### config.mk
export PLATFORM = sky130hd
export DESIGN_NAME = dual_tick_timer
export DESIGN_NICKNAME = d
export VERILOG_FILES = /design/src/rtl/dtt_pkg.sv /design/src/rtl/dtt_counter.sv /design/src/rtl/dtt_irq.sv /design/src/rtl/dual_tick_timer.sv
export SDC_FILE = /design/constraint.sdc
export NUM_CORES = 1
export LEC_CHECK = 0
export BUFFER_PORTS_ARGS = -buffer_cell sky130_fd_sc_hd__buf_2
export CAP_MARGIN = 30
export CORE_ASPECT_RATIO = 0.7
export CORE_MARGIN = 8
export CORE_UTILIZATION = 50
export DETAILED_ROUTE_END_ITERATION = 8
export PLACE_DENSITY = 0.7
export SYNTH_ARGS = -nofsm -noshare
export SYNTH_HDL_FRONTEND = slang
export SYNTH_SLANG_ARGS = --single-unit
### constraint.sdc
create_clock -name clk -period 5.5 [get_ports clk]
set_input_delay 1.1 -clock clk [delete_from_list [all_inputs] [get_ports clk]]
set_output_delay 1.1 -clock clk [all_outputs]
set_load 0.01 [all_outputs]
### src/rtl/dtt_pkg.sv
package dtt_pkg;
    localparam int unsigned NUM_SRC = 4;
    localparam int unsigned SEL_W   = 3;

    typedef enum logic [1:0] {
        OP_LOAD = 2'd0,
        OP_HOLD = 2'd1,
        OP_RUN  = 2'd2,
        OP_BAD  = 2'd3
    } op_e;
endpackage

### src/rtl/dtt_counter.sv
module dtt_counter
    import dtt_pkg::*;
#(
    parameter int unsigned CNT_W = 32
) (
    input  logic                 clk,
    input  logic                 rst_n,
    input  logic [NUM_SRC-1:0]   tick_src,
    input  logic                 div_wr,
    input  logic                 ctrl_wr,
    input  logic [CNT_W-1:0]     div_wdata,
    input  logic [SEL_W+1:0]     ctrl_wdata,
    output logic [CNT_W-1:0]     cnt,
    output logic [CNT_W-1:0]     div,
    output op_e                  op,
    output logic [SEL_W-1:0]     sel,
    output logic                 expire
);
    typedef struct packed {
        logic [CNT_W-1:0] div;
        logic [CNT_W-1:0] cnt;
        op_e              op;
        logic [SEL_W-1:0] sel;
    } tmr_t;

    tmr_t state_d, state_q;
    logic tick;
    op_e  new_op;

    always_comb begin
        state_d = state_q;
        expire  = 1'b0;
        new_op  = op_e'(ctrl_wdata[1:0]);
        tick    = state_q.sel[SEL_W-1] & tick_src[state_q.sel[SEL_W-2:0]];

        if (state_q.op == OP_RUN && tick) begin
            if (state_q.cnt == '0) begin
                state_d.cnt = state_q.div;
                expire      = 1'b1;
            end else begin
                state_d.cnt = state_q.cnt - 1'b1;
            end
        end

        if (div_wr) begin
            state_d.div = div_wdata;
        end

        if (ctrl_wr && new_op != OP_BAD) begin
            state_d.op  = new_op;
            state_d.sel = ctrl_wdata[SEL_W+1:2];
            if (new_op == OP_LOAD) begin
                state_d.cnt = state_q.div;
            end
        end
    end

    always_ff @(posedge clk) begin
        if (!rst_n) begin
            state_q <= '{div: '0, cnt: '0, op: OP_LOAD, sel: '0};
        end else begin
            state_q <= state_d;
        end
    end

    assign cnt = state_q.cnt;
    assign div = state_q.div;
    assign op  = state_q.op;
    assign sel = state_q.sel;
endmodule

### src/rtl/dtt_irq.sv
module dtt_irq #(
    parameter int unsigned NUM_TMR = 2
) (
    input  logic               clk,
    input  logic               rst_n,
    input  logic [NUM_TMR-1:0] hit,
    input  logic               mask_wr,
    input  logic               ack_wr,
    input  logic [NUM_TMR-1:0] wbits,
    output logic [NUM_TMR-1:0] status,
    output logic [NUM_TMR-1:0] mask,
    output logic               irq
);
    typedef struct packed {
        logic [NUM_TMR-1:0] status;
        logic [NUM_TMR-1:0] mask;
    } irq_t;

    irq_t irq_d, irq_q;

    always_comb begin
        irq_d = irq_q;
        if (ack_wr) begin
            irq_d.status = irq_q.status & ~wbits;
        end
        // an expiry wins over a simultaneous acknowledge
        irq_d.status = irq_d.status | hit;
        if (mask_wr) begin
            irq_d.mask = wbits;
        end
    end

    always_ff @(posedge clk) begin
        if (!rst_n) begin
            irq_q <= '0;
        end else begin
            irq_q <= irq_d;
        end
    end

    assign status = irq_q.status;
    assign mask   = irq_q.mask;
    assign irq    = |(irq_q.status & irq_q.mask);
endmodule

### src/rtl/dual_tick_timer.sv
module dual_tick_timer
    import dtt_pkg::*;
#(
    parameter int unsigned DATA_W  = 32,
    parameter int unsigned ADDR_W  = 8,
    parameter int unsigned CNT_W   = 32,
    parameter int unsigned NUM_TMR = 2
) (
    input  logic              clk,
    input  logic              rst_n,
    input  logic [3:0]        tick_src,
    input  logic              bus_wr,
    input  logic [ADDR_W-1:0] bus_addr,
    input  logic [DATA_W-1:0] bus_wdata,
    output logic [DATA_W-1:0] bus_rdata,
    output logic              irq
);
    localparam logic [ADDR_W-1:0] OFF_DIV    = ADDR_W'(8'h00);
    localparam logic [ADDR_W-1:0] OFF_CNT    = ADDR_W'(8'h04);
    localparam logic [ADDR_W-1:0] OFF_CTRL   = ADDR_W'(8'h08);
    localparam int unsigned       TMR_STRIDE = 16;
    localparam logic [ADDR_W-1:0] OFF_MASK   = ADDR_W'(8'h48);
    localparam logic [ADDR_W-1:0] OFF_ACK    = ADDR_W'(8'h4C);
    localparam logic [ADDR_W-1:0] OFF_RAW    = ADDR_W'(8'h50);
    localparam logic [ADDR_W-1:0] OFF_MSKD   = ADDR_W'(8'h54);
    localparam int unsigned       CTRL_W     = SEL_W + 2;

    logic [CNT_W-1:0]   cnt_arr [NUM_TMR];
    logic [CNT_W-1:0]   div_arr [NUM_TMR];
    op_e                op_arr  [NUM_TMR];
    logic [SEL_W-1:0]   sel_arr [NUM_TMR];
    logic [NUM_TMR-1:0] hit;
    logic [NUM_TMR-1:0] status;
    logic [NUM_TMR-1:0] mask;

    for (genvar gi = 0; gi < NUM_TMR; gi++) begin : g_tmr
        localparam logic [ADDR_W-1:0] BASE = ADDR_W'(gi * TMR_STRIDE);
        logic div_wr_s;
        logic ctrl_wr_s;

        assign div_wr_s  = bus_wr && bus_addr == BASE + OFF_DIV;
        assign ctrl_wr_s = bus_wr && bus_addr == BASE + OFF_CTRL;

        dtt_counter #(.CNT_W(CNT_W)) u_cnt (
            .clk        (clk),
            .rst_n      (rst_n),
            .tick_src   (tick_src),
            .div_wr     (div_wr_s),
            .ctrl_wr    (ctrl_wr_s),
            .div_wdata  (bus_wdata[CNT_W-1:0]),
            .ctrl_wdata (bus_wdata[CTRL_W-1:0]),
            .cnt        (cnt_arr[gi]),
            .div        (div_arr[gi]),
            .op         (op_arr[gi]),
            .sel        (sel_arr[gi]),
            .expire     (hit[gi])
        );
    end

    dtt_irq #(.NUM_TMR(NUM_TMR)) u_irq (
        .clk     (clk),
        .rst_n   (rst_n),
        .hit     (hit),
        .mask_wr (bus_wr && bus_addr == OFF_MASK),
        .ack_wr  (bus_wr && bus_addr == OFF_ACK),
        .wbits   (bus_wdata[NUM_TMR-1:0]),
        .status  (status),
        .mask    (mask),
        .irq     (irq)
    );

    always_comb begin
        bus_rdata = '0;
        for (int i = 0; i < NUM_TMR; i++) begin
            if (bus_addr == ADDR_W'(i * TMR_STRIDE) + OFF_DIV) begin
                bus_rdata = DATA_W'(div_arr[i]);
            end
            if (bus_addr == ADDR_W'(i * TMR_STRIDE) + OFF_CNT) begin
                bus_rdata = DATA_W'(cnt_arr[i]);
            end
            if (bus_addr == ADDR_W'(i * TMR_STRIDE) + OFF_CTRL) begin
                bus_rdata = DATA_W'({sel_arr[i], op_arr[i]});
            end
        end
        case (bus_addr)
            OFF_MASK: bus_rdata = DATA_W'(mask);
            OFF_RAW:  bus_rdata = DATA_W'(status);
            OFF_MSKD: bus_rdata = DATA_W'(status & mask);
            default:  ;
        endcase
    end
endmodule

==> reports/metrics.yaml, run 1 <==
global_routing:
  grt_use_total_pct: 25.3
  grt_pass1_wl_um: 39200
  antenna_found_initial: 0
  first_global_vias: 7167
  grt_max_degree: 90
  grt-ovfl-total: 0
sta:
  worstMarginPinSlew_ps: 1050
  max_slew_margin_pct: 29.6
  grt_setup_unrepaired: "no"
  fin_ws_ps: 1170
  fin_crit_ps: 4330
  setup_viol: 0
  fin_hold_ws_ps: 471
  final-hold-violation-count: 0
  drv_slew: 0
  clock_skew_ps: 11.6
  clock.fmax_ghz: 0.231
  layout_worst_path_cycle_share_pct: 78.7
  tns_ps: 0
clock_network:
  cts_setup_buffers: 0
  hold_buffers: 0
  numCtsBuffers: 17
  clkTransAtPathRegs_ps: 60
  clockBufferDepth: 2
  cts_resized: 0
  clkSinkCount: 142
  clkLatencyLatePin_ps: 420
  cts_tree: "yes"
  clock-root-buffer: "clkbuf_16"
  h-tree-depth: 4
drt:
  routedWlPerCell_um: 19.8
  drt_iter0_markers: 1170
  first_pass_iters: 9
  routed_wl_um: 24000
  drc: 1
  via_per_inst: 6.28
  ant_nets: 0
  num_vias: 7608
cells_and_area:
  drive_above_1_share_pct: 14.4
  fin_util_pct: 58.7
  syn_to_final_growth_pct: 16.0
  fill_cells: 1373
  insertedDiodeCount: 0
  layout.cells.non_filler: 1211
  final_cell_area_mm2: 0.00854
  nets: 1055
power_and_ir_drop:
  p_seq_share_pct: 43.4
  powerDensity_mw_per_mm2: 278
  finalPower_mw: 2.38
  vdd_drop_max_mv: 0.201
  p_int_mw: 1.86
  switching_power_uw: 518
  cellLeakagePower_nw: 3.21
  combPwrFrac_pct: 3.0
  clockPowerShare_pct: 53.6
  power.share.switching_pct: 21.8
setup_path:
  cp-end-kind: "output port"
  ff2ff_setup_slack_ps: 2300
  r2r_cells: 6
  endpoint: "bus_rdata[4]"
  reg2reg_from: "g_tmr[1].u_cnt.cnt[6]"
  crit_arrival_ps: 3230
  criticalPathCategory: "primary input to output port"
  cp.required_ps: 4400
  worstPathMaxFanout: 22
  critPathLaunch: "bus_addr[6]"
  r2r-end: "g_tmr[1].u_cnt.cnt[9]"
  start_kind: "primary input"
run_status:
  outcome: "complete, but fails checks"
  violations: "design-rule violations"
logic_synthesis:
  syn_avg_cell_area_um2: 7.66
  ys_ff_latch: 142
  synth_cells: 961
  netlist-cell-type-count: 58
  ys_seq_area_share_pct: 38.6
  yosys_warnings: 0
  ys.flop_type: "dfxtp_1"
  ys_async_sr_fraction_pct: 0
  synth_area_mm2: 0.00736
  synth_edf_count: 0
  synth_nets: 1012
place:
  routabilityCongestion: 0.886
  dp_hpwl_um: 16000
  dp_slack_ps: 1290
  placedCellCount: 1180
  io_buffers: 79
  placed_area_mm2: 0.00790
floorplan:
  ios: 80
  die_w_um: 161
  chipHeight_um: 118
  row_count: 37
  dieArea_mm2: 0.0189
  initial_core_util_pct: 50.6
  core_area_mm2: 0.0145
job:
  maxCapViolations: 0
worst_hold_path:
  hp-class: "flop to flop"
## cells by family (layout without fill, tap and decap cells)
| family | Yosys count | count (layout) | share of synthesized area, % |
|---|---|---|---|
| adder cells (fa/ha/maj) | 4 | 4 | 0.680 |
| XOR/XNOR | 52 | 52 | 6.19 |
| multiplexers | 8 | 8 | 1.43 |
| AO/OA/AOI/OAI | 258 | 258 | 21.8 |
| AND/OR/NAND/NOR | 414 | 414 | 27.1 |
| buffers and inverters | 83 | 138 | 4.25 |
| flip-flops | 142 | 142 | 38.6 |
## flip-flops by register name, indices dropped and copies added, names as in the netlist
register	cells
g_tmr.u_cnt.sel	6
g_tmr.u_cnt.div	64
u_irq.status	2
g_tmr.u_cnt.cnt	64
u_irq.mask	2
g_tmr.u_cnt.op	4
## critical path, cell delays in order
cell	delay (ps)
buf_2	120
nor4_1	600
nand2_1	230
nor2_2	350
buf_4	400
a222oi_1	160
nand3_1	130
buf_2	140
## layout by cell type, fill, tap and decap left out, types with 28 or more instances in the layout
master	count
nand2_1	218
dfxtp_1	142
a21oi_1	136
buf_2	79
xnor2_1	45
nor4_1	32
o21ai_0	32
nor3_1	30
a222oi_1	29
nor2_1	28
## power groups by stage
stage / Combinational [mW] / Clock, mW / Sequential (mW)
2_1_floorplan: 0.0334 / 0 / 1.05
3_3_place_gp: 0.0693 / 0 / 1.05
3_5_place_dp: 0.0695 / 0 / 1.05
4_1_cts: 0.0699 / 1.28 / 1.03
5_1_grt: 0.0775 / 1.33 / 1.03
6_report: 0.0714 / 1.27 / 1.03
## per-layer routing
metal | track usage, % | part of all wire [%]
met5 | 0 | 0
met3 | 5.42 | 11
met2 | 35.2 | 41
met1 | 37.8 | 47
met4 | 7.67 | 1.6
## cell type report
type                            count  area [µm²]  share of cell area (%)
Tap cell                          195         244                    2.86
Timing Repair Buffer               97         531                    6.21
Clock inverter                     13         211                    2.48
Multi-Input combinational cell    736        4240                    49.7
Inverter                           10        38.8                   0.454
Clock buffer                       18         429                    5.03
Sequential cell                   142        2840                    33.3
## cells in the mapped netlist, types with 3 or more instances
cell / number / area, µm²
dfxtp_1: 142 / 2840
ha_1: 4 / 50.1
mux2i_1: 6 / 60.1
or3_1: 9 / 56.3
o21ai_0: 32 / 160
nand2_1: 218 / 818
o31ai_1: 3 / 22.5
nor2_1: 29 / 109
or4b_2: 3 / 30.0
a21oi_1: 136 / 681
or2_2: 4 / 25.0
o211ai_1: 6 / 45.0
a22oi_1: 3 / 22.5
a32oi_1: 3 / 26.3
and2_1: 4 / 25.0
nor3_1: 33 / 165
nand2b_1: 4 / 25.0
nand3_1: 23 / 115
xor2_1: 7 / 61.3
a222oi_1: 29 / 290
or4_1: 19 / 143
a31oi_1: 4 / 25.0
inv_1: 9 / 33.8
and3_1: 5 / 31.3
nor4b_1: 4 / 35.0
and4_1: 3 / 26.3
a211oi_1: 27 / 203
nand4_1: 9 / 56.3
xnor2_1: 45 / 394
nor4_1: 32 / 200
clkbuf_1: 72 / 270
## worst min path at each step
stage	slack, ps	cells after the start	startpoint	end
finish	470	2	g_tmr[0].u_cnt.div[14]	g_tmr[0].u_cnt.div[14]
global route	480	2	g_tmr[0].u_cnt.div[1]	g_tmr[0].u_cnt.div[1]
CTS	470	2	g_tmr[0].u_cnt.div[4]	g_tmr[0].u_cnt.div[4]
detailed placement	460	2	g_tmr[0].u_cnt.div[3]	g_tmr[0].u_cnt.div[3]
global placement	460	2	g_tmr[0].u_cnt.div[14]	g_tmr[0].u_cnt.div[14]
floorplan	440	2	g_tmr[1].u_cnt.op[1]	g_tmr[1].u_cnt.op[1]
Note: power is estimated with default switching activity, not from simulation.
==> run 2, diff against run 1 <==
--- a/config.mk
+++ b/config.mk
@@ -11,7 +11,7 @@
 export CORE_MARGIN = 8
 export CORE_UTILIZATION = 50
 export DETAILED_ROUTE_END_ITERATION = 8
-export PLACE_DENSITY = 0.7
+export PLACE_DENSITY = 0.72
 export SYNTH_ARGS = -nofsm -noshare
 export SYNTH_HDL_FRONTEND = slang
 export SYNTH_SLANG_ARGS = --single-unit
==> constraint.sdc (replaced) <==
create_clock -name clk -period 3.5 [get_ports clk]
set_input_delay 0.7 -clock clk [delete_from_list [all_inputs] [get_ports clk]]
set_output_delay 0.7 -clock clk [all_outputs]
set_load 0.01 [all_outputs]
==> run 2 against run 1 <==
Net effect: the run still ends with design-rule violations left; sequential share of layout area down 0.33 points; sequential power up 57%; die area unchanged; worst setup slack worse by 930 ps; count of clock-buffer cells in the layout up 3; hold slack worse by 2.3 ps; final area up 1.0%; flip-flop and latch count unchanged; combinational power up 61%.
==> reports/metrics.yaml, run 2 (synthesis results as in run 1) <==
run_status:
  outcome: "complete, but fails checks"  # unchanged
  violations: "design-rule violations"  # unchanged
clock_network:
  clkTransAtPathRegs_ps: 60  # about the same
  clockBufferDepth: 2  # unchanged
  h-tree-depth: 4  # unchanged
  hold_buffers: 0  # unchanged
  clock-root-buffer: "clkbuf_16"  # unchanged
  clkLatencyLatePin_ps: 430  # was 420 ps
  cts_setup_buffers: 0  # unchanged
  clkSinkCount: 142  # unchanged
  numCtsBuffers: 17  # unchanged
  cts_tree: "yes"  # unchanged
  cts_resized: 0  # unchanged
cells_and_area:
  insertedDiodeCount: 0  # unchanged
  layout.cells.non_filler: 1230  # was 1211
  syn_to_final_growth_pct: 17.2  # was 16.0%
  final_common_cell: "nand2_1"  # unchanged
  drive_above_1_share_pct: 15.9  # was 14.4%
  final_cell_mix: "nand2_1, dfxtp_1, a21oi_1"  # unchanged
  final_cell_area_mm2: 0.00863  # was 0.00854 mm²
  nets: 1074  # was 1055
drt:
  ant_nets: 0  # unchanged
  routed_wl_um: 23900  # was 24000 µm
  via_per_inst: 6.23  # was 6.28
  num_vias: 7664  # was 7608
  routedWlPerCell_um: 19.4  # was 19.8 µm
  drt_iter0_markers: 1045  # was 1170
  drc: 2  # was 1
  first_pass_iters: 9  # unchanged
power_and_ir_drop:
  cellLeakagePower_nw: 3.27  # was 3.21 nW
  combPwrFrac_pct: 3.3  # was 3.0%
  power.share.switching_pct: 22.9  # was 21.8%
  finalPower_mw: 3.48  # was 2.38 mW
  powerDensity_mw_per_mm2: 403  # was 278 mW/mm²
  clockPowerShare_pct: 50.1  # was 53.6%
  p_seq_share_pct: 46.6  # was 43.4%
  p_int_mw: 2.68  # was 1.86 mW
  vdd_drop_max_mv: 0.273  # was 0.201 mV
  switching_power_uw: 794  # was 518 µW
floorplan:
  core_area_mm2: 0.0145  # unchanged
  ios: 80  # unchanged
  dieArea_mm2: 0.0189  # unchanged
  die_w_um: 161  # unchanged
  row_count: 37  # unchanged
  initial_core_util_pct: 50.6  # unchanged
  chipHeight_um: 118  # unchanged
sta:
  fin_crit_ps: 3250
  clock_skew_ps: 10.4  # was 11.6 ps
  layout_worst_path_cycle_share_pct: 93.0
  max_slew_margin_pct: 39.2  # was 29.6%
  drv_slew: 0  # unchanged
  clock.fmax_ghz: 0.307
  setup_viol: 0  # unchanged
  grt_setup_unrepaired: "no"  # unchanged
  tns_ps: 0  # unchanged
  worstMarginPinSlew_ps: 913  # was 1050 ps
  final-hold-violation-count: 0  # unchanged
setup_path:
  start_kind: "primary input"  # unchanged
  cp-end-kind: "output port"  # unchanged
  cp.required_ps: 2800  # was 4400 ps
  reg2reg_from: "g_tmr[1].u_cnt.cnt[11]"  # was g_tmr[1].u_cnt.cnt[6]
  worstPathMaxFanout: 16  # was 22
  r2r-end: "g_tmr[1].u_cnt.cnt[21]"  # was g_tmr[1].u_cnt.cnt[9]
  ff2ff_setup_slack_ps: 570  # was 2300 ps
  criticalPathCategory: "primary input to output port"  # unchanged
  r2r_cells: 5  # was 6
  crit_arrival_ps: 2550  # was 3230 ps
job:
  maxCapViolations: 0  # unchanged
place:
  dp_hpwl_um: 16600  # was 16000 µm
  placed_area_mm2: 0.00807  # was 0.00790 mm²
  routabilityCongestion: 0.946  # was 0.886
  io_buffers: 79  # unchanged
  placedCellCount: 1199  # was 1180
global_routing:
  first_global_vias: 7037  # was 7167
  grt_use_total_pct: 24.8  # was 25.3%
  grt-ovfl-total: 0  # unchanged
  grt_pass1_wl_um: 38400  # was 39200 µm
  grt_max_degree: 83  # was 90
  antenna_found_initial: 0  # unchanged
worst_hold_path:
  hp-start: "g_tmr[0].u_cnt.div[4]"  # was g_tmr[0].u_cnt.div[14]
  hp-class: "flop to flop"  # unchanged
  whs_path_depth: 2  # unchanged
  hold_end: "g_tmr[0].u_cnt.div[4]"  # was g_tmr[0].u_cnt.div[14]
[run 2: cell count changes in the layout (fill, tap and decap cells not counted)]
cell        before  now
clkinvlp_4       1    4
clkinv_2         3    5
buf_12           0    2
clkinv_4         2    0
clkbuf_8         0    3
buf_4           18   35
bufinv_16        5    1
inv_6            3    1
[run 2: stage by stage]
stage,setup slack [ps],utilization [%],hold slack [ps]
4_1_cts,253,59.3,470
3_3_place_gp,288,55.5,458
3_5_place_dp,268,55.5,461
2_1_floorplan,278,-,445
6_report,246,59.3,469
5_1_grt,180,59.3,485
[run 2: critical path, stage by stage]
cell and delay (ps):
buf_2 120, or4b_2 800, nor3_2 240, buf_4 270, a32oi_1 80, nor2_1 100
a221o_1 120, buf_2 130
[run 2: worst max path at each step]
stage | from | endpoint | slack (ps) | depth (start not counted)
final | bus_addr[6] | bus_rdata[2] | 250 | 8
after global routing | bus_addr[6] | bus_rdata[2] | 180 | 8
after CTS | bus_addr[6] | bus_rdata[2] | 250 | 8
after detailed placement | bus_addr[6] | bus_rdata[2] | 270 | 8
after global placement | bus_addr[6] | bus_rdata[2] | 290 | 8
after floorplan | bus_addr[6] | bus_rdata[13] | 280 | 6
[run 2: power by group through the flow]
stage | registers, mW | logic (mW) | clock network, mW
CTS | 1.62 | 0.113 | 1.75
detailed placement | 1.65 | 0.112 | 0
global route | 1.62 | 0.125 | 1.83
floorplan | 1.65 | 0.0524 | 0
global placement | 1.65 | 0.112 | 0
finish | 1.62 | 0.115 | 1.74
[run 2: layer usage]
layer / part of all wire, % / wire length [µm] / track usage [%] / vias to the layer above
li1: - / - / - / 3636
met1: 46 / 10900 / 36.1 / 3565
met2: 42 / 9990 / 35.5 / 427
met3: 11 / 2600 / 5.77 / 36
met4: 1.5 / 368 / 7.50 / 0
met5: 0 / 0 / 0 / -
[run 2: area by class of cell]
| cell class | instances | area [µm²] |
|---|---|---|
| inverters | 10 | 38.8 |
| fillers | 1342 | 5910 |
| well taps | 195 | 244 |
| multi-input cells | 736 | 4240 |
| clock buffers | 21 | 470 |
| clock inverters | 10 | 88.8 |
| repair buffers | 116 | 698 |
| flip-flops and latches | 142 | 2840 |
==> run 3, diff against run 2 <==
--- a/config.mk
+++ b/config.mk
@@ -9,9 +9,10 @@
 export CAP_MARGIN = 30
 export CORE_ASPECT_RATIO = 0.7
 export CORE_MARGIN = 8
-export CORE_UTILIZATION = 50
+export CORE_UTILIZATION = 45
 export DETAILED_ROUTE_END_ITERATION = 8
-export PLACE_DENSITY = 0.72
+export PLACE_DENSITY = 0.66
+export RECOVER_POWER = 100
 export SYNTH_ARGS = -nofsm -noshare
 export SYNTH_HDL_FRONTEND = slang
 export SYNTH_SLANG_ARGS = --single-unit
==> run 3 against run 2 <==
Net effect: the flow now finishes without violations; first-iteration DRC count shrank 12%; routed wire length grew 1.7%; flip-flop and latch count unchanged; count of clock-buffer cells in the layout is the same; global-route usage down 1.2 points; sequential share of layout area barely moved; worst setup slack worse by 83 ps; clock skew is 2.6 ps lower; critical path depth is the same.
==> reports/metrics.yaml, run 3 (synthesis results as in run 1) <==
run_status:
  outcome: "finished, final reports clean"  # was complete, but fails checks
job:
  maxCapViolations: 0  # unchanged
floorplan:
  core_area_mm2: 0.0162  # was 0.0145 mm²
  dieArea_mm2: 0.0208  # was 0.0189 mm²
  ios: 80  # unchanged
  die_w_um: 169  # was 161 µm
  row_count: 39  # was 37
  initial_core_util_pct: 45.6  # was 50.6%
  chipHeight_um: 123  # was 118 µm
sta:
  layout_worst_path_cycle_share_pct: 95.4  # was 93.0%
  tns_ps: 0  # unchanged
  fin_hold_ws_ps: 471  # was 469 ps
  clock_skew_ps: 7.73  # was 10.4 ps
  drv_slew: 0  # unchanged
  fin_ws_ps: 162  # was 246 ps
  max_slew_margin_pct: 5.25  # was 39.2%
  fin_crit_ps: 3340  # was 3250 ps
  clock.fmax_ghz: 0.300  # was 0.307 GHz
  worstMarginPinSlew_ps: 1420  # was 913 ps
  grt_setup_unrepaired: "no"  # unchanged
  final-hold-violation-count: 0  # unchanged
  setup_viol: 0  # unchanged
global_routing:
  first_global_vias: 6994  # was 7037
  antenna_found_initial: 0  # unchanged
  grt_use_total_pct: 23.6  # was 24.8%
  grt-ovfl-total: 0  # unchanged
  grt_max_degree: 63  # was 83
  grt_pass1_wl_um: 39300  # was 38400 µm
cells_and_area:
  insertedDiodeCount: 0  # unchanged
  final_common_cell: "nand2_1"  # unchanged
  nets: 1075  # was 1074
  multi_input_area_mm2: 0.00422  # was 0.00424 mm²
  fill_cells: 1588  # was 1342
  syn_to_final_growth_pct: 17.2  # about the same
  regArea_mm2: 0.00284  # unchanged
  drive_above_1_share_pct: 11.7  # was 15.9%
  layout.cells.non_filler: 1260  # was 1230
  final_cell_mix: "nand2_1, dfxtp_1, a21oi_1"  # unchanged
power_and_ir_drop:
  cellLeakagePower_nw: 3.12  # was 3.27 nW
  finalPower_mw: 3.53  # was 3.48 mW
  powerDensity_mw_per_mm2: 409  # was 403 mW/mm²
  vdd_drop_max_mv: 0.235  # was 0.273 mV
worst_hold_path:
  hold_end: "g_tmr[0].u_cnt.div[14]"  # was g_tmr[0].u_cnt.div[4]
  hp-start: "g_tmr[0].u_cnt.div[14]"  # was g_tmr[0].u_cnt.div[4]
  whs_path_depth: 2  # unchanged
  hp-class: "flop to flop"  # unchanged
clock_network:
  cts_resized: 0  # unchanged
  cts_tree: "yes"  # unchanged
  clkSinkCount: 142  # unchanged
  clock-root-buffer: "clkbuf_16"  # unchanged
  numCtsBuffers: 17  # unchanged
  cts_setup_buffers: 0  # unchanged
  h-tree-depth: 4  # unchanged
  hold_buffers: 0  # unchanged
  clockBufferDepth: 2  # unchanged
  clkLatencyLatePin_ps: 430  # about the same
  clkTransAtPathRegs_ps: 60  # about the same
setup_path:
  reg2reg_from: "g_tmr[1].u_cnt.cnt[5]"  # was g_tmr[1].u_cnt.cnt[11]
  slowest_stage: "or4b_2"  # unchanged
  crit_arrival_ps: 2640  # was 2550 ps
  worstPathMaxFanout: 34  # was 16
  path_cells: "clkbuf_1 -> or4b_2 -> nor3_1 -> buf_12 -> a32oi_1 -> nor2_1 -> a221o_1 -> buf_2"  # was buf_2 -> or4b_2 -> nor3_2 -> buf_4 -> a32oi_1 -> nor2_1 -> a221o_1 -> buf_2
  cp.required_ps: 2800  # about the same
  r2r-end: "g_tmr[1].u_cnt.cnt[24]"  # was g_tmr[1].u_cnt.cnt[21]
  r2r_cells: 8  # was 5
  criticalPathCategory: "primary input to output port"  # unchanged
  start_kind: "primary input"  # unchanged
  cp-end-kind: "output port"  # unchanged
  ff2ff_setup_slack_ps: 330  # was 570 ps
  cp_slowest_stage_delay_ps: 740  # was 800 ps
drt:
  routed_wl_um: 24300  # was 23900 µm
  first_pass_iters: 8  # was 9
  routedWlPerCell_um: 19.3  # was 19.4 µm
  drc: 0  # was 2
  num_vias: 7584  # was 7664
  ant_nets: 0  # unchanged
  drt_iter0_markers: 919  # was 1045
  via_per_inst: 6.02  # was 6.23
place:
  io_buffers: 79  # unchanged
  routabilityCongestion: 0.909  # was 0.946
  dp_slack_ps: 292  # was 268 ps
  dp_hpwl_um: 16800  # was 16600 µm
  placedCellCount: 1230  # was 1199
## run 3: changes by cell type in the layout (fill, tap and decap cells not counted), moves of 3 or more
cell        delta
clkinvlp_4     -3
clkinv_4       +3
clkbuf_1      +41
buf_2         -33
buf_4         -11
## run 3: layout make-up
type,instances,area share (%)
clock buffers,21,5.34
inverters,10,0.449
flip-flops and latches,142,32.9
repair buffers,117,7.86
clock inverters,9,1.30
multi-input cells,736,48.8
well taps,225,3.26
## run 3: report_power, final
group	total, mW	switching (mW)	internal, mW
Combinational	0.118	0.0779	0.0398
Sequential	1.62	0.00164	1.62
Clock	1.79	0.712	1.08
Total	3.53	0.792	2.74
## run 3: per-layer routing
| metal | GRT usage, % | up-vias | wire length, µm |
|---|---|---|---|
| met5 | 0 | - | 0 |
| met4 | 5.89 | 0 | 208 |
| met3 | 5.71 | 18 | 2520 |
| met2 | 33.6 | 379 | 9870 |
| met1 | 34.9 | 3546 | 11700 |
| li1 | - | 3641 | - |
## run 3: how the worst max path moves through the flow
stage          cells after the start        start            end
3_3_place_gp                       7  bus_addr[6]   bus_rdata[4]
4_1_cts                            8  bus_addr[6]   bus_rdata[2]
5_1_grt                            8  bus_addr[6]   bus_rdata[2]
3_5_place_dp                       7  bus_addr[6]   bus_rdata[3]
2_1_floorplan                      6  bus_addr[6]  bus_rdata[13]
6_report                           8  bus_addr[6]   bus_rdata[2]
## run 3: metrics by stage
step	util, %	cell area [µm²]
floorplan	-	7360
global placement	50.4	8140
finish	53.4	8630
global route	53.4	8630
CTS	54.1	8740
detailed placement	50.6	8170
## run 3: worst max-delay path, delay by kind of cell
kind | cells | cell delay [ps]
simple gates | 3 | 1220
buf+inv | 3 | 500
compound gates | 2 | 220
